===== src/rtl/rowDeltaPkg.sv =====
package rowDeltaPkg;

  typedef enum logic {
    S_COLLECT = 1'b0,
    S_DRAIN   = 1'b1
  } encState_e;

  typedef struct packed {
    logic append;   // store the presented hit
    logic markOvf;  // hit presented while store is full
    logic pop;      // take the head of the lowest occupied row
    logic endEvt;   // the pop is the final one of the event
  } encStrobe_t;

endpackage


===== src/rtl/rowDeltaCtrl.sv =====
module rowDeltaCtrl
  import rowDeltaPkg::*;
(
  input  logic       clk,
  input  logic       rstN,
  input  logic       inValid,
  input  logic       inLast,
  input  logic       outReady,
  input  logic       outValid,
  input  logic       storeFull,
  input  logic       anyOcc,
  input  logic       popIsLast,
  output logic       inReady,
  output encStrobe_t strobe
);

  encState_e state, stateNext;
  logic      accept;
  logic      slotFree;

  assign inReady  = (state == S_COLLECT);
  assign accept   = inReady && inValid;
  assign slotFree = !outValid || outReady;

  always_comb begin
    strobe         = '0;
    stateNext      = state;
    strobe.append  = accept && !storeFull;
    strobe.markOvf = accept && storeFull;
    if (accept && inLast) stateNext = S_DRAIN;
    if (state == S_DRAIN && anyOcc && slotFree) begin
      strobe.pop = 1'b1;
      if (popIsLast) begin
        strobe.endEvt = 1'b1;
        stateNext     = S_COLLECT;
      end
    end
  end

  always_ff @(posedge clk) begin
    if (!rstN) state <= S_COLLECT;
    else       state <= stateNext;
  end

  // a draining block always has a stored hit to emit
  p_drain_nonempty_r6: assert property (@(posedge clk) disable iff (!rstN)
    state == S_DRAIN |-> anyOcc);

endmodule


===== src/rtl/rowDeltaPath.sv =====
module rowDeltaPath
  import rowDeltaPkg::*;
#(
  parameter int NUM_COLS = 32,
  parameter int NUM_ROWS = 64,
  parameter int ADC_W    = 5,
  parameter int HIT_CAP  = 100
) (
  input  logic                 clk,
  input  logic                 rstN,
  input  encStrobe_t           strobe,
  input  logic [$clog2(NUM_COLS)-1:0] inCol,
  input  logic [$clog2(NUM_ROWS)-1:0] inRow,
  input  logic [ADC_W-1:0]     inAdc,
  input  logic                 outReady,
  output logic                 storeFull,
  output logic                 anyOcc,
  output logic                 popIsLast,
  output logic                 outValid,
  output logic [$clog2(NUM_COLS):0] outDx,
  output logic [$clog2(NUM_ROWS):0] outDy,
  output logic [ADC_W-1:0]     outAdc,
  output logic                 outLast,
  output logic                 outOverflow
);

  localparam int COL_W = $clog2(NUM_COLS);
  localparam int ROW_W = $clog2(NUM_ROWS);
  localparam int IDX_W = (HIT_CAP > 1) ? $clog2(HIT_CAP) : 1;
  localparam int CNT_W = $clog2(HIT_CAP + 1);

  // shared hit store with one linked list per row
  logic [COL_W-1:0] entCol  [HIT_CAP];
  logic [ADC_W-1:0] entAdc  [HIT_CAP];
  logic [IDX_W-1:0] entNext [HIT_CAP];
  logic [IDX_W-1:0] rowHead [NUM_ROWS];
  logic [IDX_W-1:0] rowTail [NUM_ROWS];
  logic [NUM_ROWS-1:0] rowOcc;

  logic [CNT_W-1:0] wrCnt;
  logic [IDX_W-1:0] wrIdx;
  logic             evtOvf;
  logic [COL_W-1:0] prevCol;
  logic [ROW_W-1:0] prevRow;

  logic [ROW_W-1:0] selRow;
  logic [IDX_W-1:0] selIdx;
  logic             rowEmpties;

  assign storeFull = (wrCnt == CNT_W'(HIT_CAP));
  assign wrIdx     = IDX_W'(wrCnt);
  assign anyOcc    = |rowOcc;

  // lowest occupied row
  always_comb begin
    selRow = '0;
    for (int i = NUM_ROWS - 1; i >= 0; i--) begin
      if (rowOcc[i]) selRow = ROW_W'(i);
    end
  end

  assign selIdx     = rowHead[selRow];
  assign rowEmpties = (selIdx == rowTail[selRow]);
  assign popIsLast  = rowEmpties && ((rowOcc & (rowOcc - 1'b1)) == '0) && anyOcc;

  // payload memories, no reset needed
  always_ff @(posedge clk) begin
    if (strobe.append) begin
      entCol[wrIdx] <= inCol;
      entAdc[wrIdx] <= inAdc;
      if (rowOcc[inRow]) entNext[rowTail[inRow]] <= wrIdx;
    end
  end

  // row list pointers
  always_ff @(posedge clk) begin
    if (strobe.append) begin
      rowTail[inRow] <= wrIdx;
      if (!rowOcc[inRow]) rowHead[inRow] <= wrIdx;
    end else if (strobe.pop && !rowEmpties) begin
      rowHead[selRow] <= entNext[selIdx];
    end
  end

  always_ff @(posedge clk) begin
    if (!rstN) begin
      rowOcc <= '0;
      wrCnt  <= '0;
      evtOvf <= 1'b0;
    end else begin
      if (strobe.append) begin
        rowOcc[inRow] <= 1'b1;
        wrCnt         <= wrCnt + 1'b1;
      end
      if (strobe.markOvf) evtOvf <= 1'b1;
      if (strobe.pop && rowEmpties) rowOcc[selRow] <= 1'b0;
      if (strobe.endEvt) begin
        wrCnt  <= '0;
        evtOvf <= 1'b0;
      end
    end
  end

  // output register and running position
  always_ff @(posedge clk) begin
    if (!rstN) begin
      outValid    <= 1'b0;
      outDx       <= '0;
      outDy       <= '0;
      outAdc      <= '0;
      outLast     <= 1'b0;
      outOverflow <= 1'b0;
      prevCol     <= '0;
      prevRow     <= '0;
    end else if (strobe.pop) begin
      outValid    <= 1'b1;
      outDx       <= {1'b0, entCol[selIdx]} - {1'b0, prevCol};
      outDy       <= {1'b0, selRow} - {1'b0, prevRow};
      outAdc      <= entAdc[selIdx];
      outLast     <= strobe.endEvt;
      outOverflow <= evtOvf;
      prevCol     <= strobe.endEvt ? '0 : entCol[selIdx];
      prevRow     <= strobe.endEvt ? '0 : selRow;
    end else if (outReady) begin
      outValid    <= 1'b0;
    end
  end

  // control never stores into a full store
  p_append_room_r8: assert property (@(posedge clk) disable iff (!rstN)
    strobe.append |-> !storeFull);

  // a dropped hit marks its event
  p_ovf_flag_r8: assert property (@(posedge clk) disable iff (!rstN)
    strobe.markOvf |=> evtOvf);

  // the store and running position are clear once an event ends
  p_event_clear_r10: assert property (@(posedge clk) disable iff (!rstN)
    strobe.endEvt |=> (!anyOcc && prevCol == '0 && prevRow == '0 && !evtOvf));

  // a stalled tuple holds
  p_hold_tuple_r9: assert property (@(posedge clk) disable iff (!rstN)
    (outValid && !outReady) |=> (outValid && $stable(outDx) && $stable(outDy)
      && $stable(outAdc) && $stable(outLast) && $stable(outOverflow)));

endmodule


===== src/rtl/rowDeltaEncoder.sv =====
module rowDeltaEncoder
  import rowDeltaPkg::*;
#(
  parameter int NUM_COLS = 32,
  parameter int NUM_ROWS = 64,
  parameter int ADC_W    = 5,
  parameter int HIT_CAP  = 100
) (
  input  logic                        clk,
  input  logic                        rstN,
  input  logic                        inValid,
  output logic                        inReady,
  input  logic [$clog2(NUM_COLS)-1:0] inCol,
  input  logic [$clog2(NUM_ROWS)-1:0] inRow,
  input  logic [ADC_W-1:0]            inAdc,
  input  logic                        inLast,
  output logic                        outValid,
  input  logic                        outReady,
  output logic [$clog2(NUM_COLS):0]   outDx,
  output logic [$clog2(NUM_ROWS):0]   outDy,
  output logic [ADC_W-1:0]            outAdc,
  output logic                        outLast,
  output logic                        outOverflow
);

  encStrobe_t strobe;
  logic       storeFull;
  logic       anyOcc;
  logic       popIsLast;

  rowDeltaCtrl u_ctrl (
    .clk       (clk),
    .rstN      (rstN),
    .inValid   (inValid),
    .inLast    (inLast),
    .outReady  (outReady),
    .outValid  (outValid),
    .storeFull (storeFull),
    .anyOcc    (anyOcc),
    .popIsLast (popIsLast),
    .inReady   (inReady),
    .strobe    (strobe)
  );

  rowDeltaPath #(
    .NUM_COLS (NUM_COLS),
    .NUM_ROWS (NUM_ROWS),
    .ADC_W    (ADC_W),
    .HIT_CAP  (HIT_CAP)
  ) u_path (
    .clk         (clk),
    .rstN        (rstN),
    .strobe      (strobe),
    .inCol       (inCol),
    .inRow       (inRow),
    .inAdc       (inAdc),
    .outReady    (outReady),
    .storeFull   (storeFull),
    .anyOcc      (anyOcc),
    .popIsLast   (popIsLast),
    .outValid    (outValid),
    .outDx       (outDx),
    .outDy       (outDy),
    .outAdc      (outAdc),
    .outLast     (outLast),
    .outOverflow (outOverflow)
  );

endmodule


===== config.mk =====
export PLATFORM = sky130hd
export DESIGN_NAME = rowDeltaEncoder
export DESIGN_NICKNAME = d
export VERILOG_FILES = /design/src/rtl/rowDeltaPkg.sv /design/src/rtl/rowDeltaCtrl.sv /design/src/rtl/rowDeltaPath.sv /design/src/rtl/rowDeltaEncoder.sv
export SDC_FILE = /design/constraint.sdc
export NUM_CORES = 2
export LEC_CHECK = 0
export ABC_CLOCK_PERIOD_IN_PS = 8900
export BUFFER_PORTS_ARGS = -buffer_cell sky130_fd_sc_hd__buf_2
export CAP_MARGIN = 20
export CORE_MARGIN = 5
export CORE_UTILIZATION = 40
export DETAILED_ROUTE_END_ITERATION = 8
export SLEW_MARGIN = 20
export SYNTH_ARGS = -nofsm -noshare
export SYNTH_HDL_FRONTEND = slang
export SYNTH_HIERARCHICAL = 1
export SYNTH_SLANG_ARGS = --single-unit

===== constraint.sdc =====
create_clock -name clk -period 8.9 [get_ports clk]
set_input_delay 1.78 -clock clk [delete_from_list [all_inputs] [get_ports clk]]
set_output_delay 1.78 -clock clk [all_outputs]
set_load 0.005 [all_outputs]

==> metrics.md <==
| Metric | Value |
|---|---|
| Yosys reg bits | around 2700 |
| CTS tree | done |
| Post-synth EDFFs | between 2000 and 3000 |
| Cts bufs inserted | slightly below 300 |
| Buf+Inv Stages, Crit Path | 4 |
| Top-count cell post-synth | edfxtp_1 |
| Wirelength per Cell | around 32 um |
| Layout net count | between 8000 and 9000 |
| DIE HEIGHT | 541 um |
| Gr usage total | 26.6% |
| Max incr delay on CP | 0.83 ns |
| Final Critical Period | between 8 and 9 ns |
| Max_slew headroom | between 10% and 20% |
| Hold EP | u_path/evtOvf |
| Startpoint Class | flop |
| GP Congestion | 1.04 |
| Drt first pass iters | 9 |
| Async set-reset flop share out of synthesis | 0% |
| RSZ-0062 raised after global routing | no |
| Multi-input gate area | 0.0303 mm^2 |
| Sequential element share of the synthesized area | a little under three quarters |
| CORE AREA | around 0.28 mm^2 |
| Peak supply drop | between 0.0003 and 0.0004 V |
| Max Fclk | between 0.1 and 0.15 GHz |
| Pins over their slew limit | 0 |
| Syn Area/Cell | between 10 and 15 um^2 |
| Row cnt | approximately 190 |
| Reg clk slew, reported paths | ~0.06 ns |
| Vias | around 79000 |
| DP HPWL | roughly 260000 um |
| Cells on Worst Hold Path | 2 |
| First-pass GRT wire length | 567000 um |
| Vias/cell | roughly 6.2 |
| CTS max path bufs | 4 |
| Failing checks | antenna rules |
| FF-to-FF setup slack | between 0.3 and 0.4 ns |
| Clk_lat worst skew | between 0.8 and 0.9 ns |
| Main synth FF type | edfxtp_1 |
| Lkg Pwr | approximately 44 nW |
| GR Overflow Total | 0 |
| Largest net degree at the start of global routing | 130 |
| CTS sink count | 2701 |
| Setup Skew | around 0.073 ns |
| R2R depth | 25 |
| # DRC | 0 |
| Seq. cell area | 0.0801 mm^2 |
| Total die area | just under 0.3 mm^2 |
| Max cap viols | 0 |
| Post-CTS sizing | 0 |
| Top cells by count, synth | 2596 x edfxtp_1, 1268 x nand2_1, 684 x nor2_1 |
| Die W | between 500 and 600 um |
| Arrival time worst endpoint | around 9.3 ns |
| Yosys warns | 6 |
| Setup crit end kind | flop |
| Crit Reg-Reg Startpoint | u_path/rowOcc[35] |
| IO Port Bufs | 42 |
| Syn nets | between 8000 and 9000 |
| Synth area leaders | edfxtp_1 69%, nand2_1 4.2%, mux2i_1 4.1% |
| Non-Filler Instances | ~13000 |
| Setup violations, final | 0 |
| Area delta synth->final | 15.0% |
| Antenna-violating nets left | 1 |
| Layout cells sized above 1 | approximately an eighth |
| Least-Margin Pin Slew | around 1.3 ns |
| Slowest cell on the critical path | nor4_1 |
| Htree depth | 5 |
| Mapped Cells | around 8400 |
| Outcome | finished, violations left |
| Final period utilization | around 96% |
| Fillers | about 24000 |
| Setup TNS | 0 ns |
| Total Power | ~36 mW |
| Setup bufs post-CTS | 0 |
| Type of the worst setup path | flop to flop |
| Crit path required time | approximately 9.7 ns |
| Post-CTS Hold Buffers | 0 |
| Netlist cell types | ~100 |
| Yosys top cell area share | slightly below 70% |
| CP max FO | 48 |
| Syn Std Cell Area | between 0.1 and 0.15 mm^2 |
| Initial antenna violation count | 24 |
| Path length in cells of the critical path | 25 |
| Synth area leader | edfxtp_1 |
| R2R Path End | u_path/outDx[4] |
| Hold violation total from the final report | 0 |
| I/O pin count | 43 |
| Crit-path most repeated cell | buf_4 |
| Hold path startpoint | u_path/evtOvf |
| CP top delay family | compound AO/OA/AOI/OAI gates |
| Starting Density | slightly above 40% |
| Final Routed Wirelength | between 400000 and 500000 um |
| PD cells | between 200 and 300 mW/mm^2 |
| Placed Instances | roughly 12000 |
| Worst Hold Class | flop to flop |
| Vias in the first global route | approximately 75000 |
| DR iter-0 viols | about 12000 |
| Clk root buf | clkbuf_16 |
## placed cells by master (no fill, tap or decap), drive strengths merged, types with 23 or more instances in the layout
master,instances
mux2i,465
a21oi,291
a2111oi,24
and2,23
nand4,80
a32oi,34
o22ai,194
a32o,25
o21ai,214
clkbuf,370
o221ai,27
edfxtp,2596
inv,71
nor4,67
clkinv,104
nor2,690
or3,33
mux2,41
nand2,1274
a211oi,70
dfxtp,105
a22o,38
nand3,510
o211ai,39
o31ai,28
and3,64
a31oi,129
a221oi,100
buf,566
a22oi,165
o2111ai,52
nor3,118
## worst reg2reg max path: stages (launching register included)
cell       delay, ns
dfxtp_1         0.37
nor4_1          0.83
o21ai_1         0.28
a21o_1          0.26
o21a_4          0.26
buf_4           0.28
nand3_1         0.63
nor4_1          0.10
a221o_1         0.29
o31ai_1         0.66
buf_4           0.23
o2111ai_1       0.34
nor2_4          0.55
buf_12          0.35
buf_4           0.41
nor2_1          0.15
and4_1          0.24
a2111oi_1       0.69
o2111ai_1       0.33
a22oi_1         0.29
and2_1          0.16
ha_1            0.27
a21oi_1         0.22
xnor2_1         0.10
mux2i_1         0.15
nor2_1          0.05
## registers in the layout (all words and copies together), names as in the netlist, 5 cells and up
| register | flops |
|---|---|
| u_path/entNext | 700 |
| u_path/entAdc | 500 |
| u_path/entCol | 500 |
| u_path/rowHead | 448 |
| u_path/rowTail | 448 |
| u_path/rowOcc | 64 |
| u_path/outDy | 7 |
| u_path/wrCnt | 7 |
| u_path/outDx | 6 |
| u_path/prevRow | 6 |
| u_path/outAdc | 5 |
| u_path/prevCol | 5 |
## kinds of logic after synthesis
| group | after synthesis | synth area share [%] |
|---|---|---|
| buffers and inverters | 616 | 2.48 |
| and+or+nand+nor | 2962 | 11.6 |
| AOI/OAI and AO/OA | 1599 | 9.80 |
| xor gates and xnor gates | 15 | 0.117 |
| muxes | 514 | 4.70 |
| DFF | 2701 | 71.1 |
| adders and majority gates | 18 | 0.207 |
## where the power goes
group	total [mW]	leakage (nW)	switching (mW)	internal, mW
logic	10.2	13.8	7.20	2.95
clock network	11.9	4.49	5.00	6.87
registers	14.0	25.6	0.0501	14.0
total	36.0	43.9	12.3	23.8
## layer usage
metal	up-vias	part of all wire [%]	global-route usage, %
met5	-	0.0091	0
met4	6	6.1	13.3
met3	1187	11	6.42
met2	5252	45	41.7
met1	39600	38	34.9
li1	33100	-	-
## worst max-delay path by stage
stage	start	endpoint
finish	u_path/rowOcc[35]	u_path/outDx[4]
global route	u_path/rowOcc[35]	u_path/outDx[4]
CTS	u_path/rowOcc[35]	u_path/outAdc[1]
detailed placement	u_path/rowOcc[35]	u_path/outAdc[1]
global placement	u_path/rowOcc[35]	u_path/outDx[4]
floorplan	u_path/rowOcc[26]	u_path/rowHead[0][1]
## per-stage QoR
step / worst slack (ns) / instance area, um^2 / hold slack (ns) / utilization [%]
finish: 0.312 / 130000 / 0.479 / 46.3
global route: 0.254 / 129000 / 0.506 / 46.3
CTS: 0.544 / 129000 / 0.478 / 46.2
detailed placement: 0.542 / 120000 / 0.465 / 42.9
global placement: 0.177 / 120000 / 0.460 / 42.9
floorplan: 1.07 / 113000 / 0.439 / -
## layout make-up
cell class                 instances  share of cell area (%)
antenna                           18                  0.0348
sequential                      2701                    61.8
tap                             3724                    3.60
inverter                          56                   0.166
clock inverter                   150                    1.10
multi-input combinational       5108                    23.4
timing repair buffer             567                    3.86
clock buffer                     369                    6.02
Note: power is estimated with default switching activity, not from simulation.
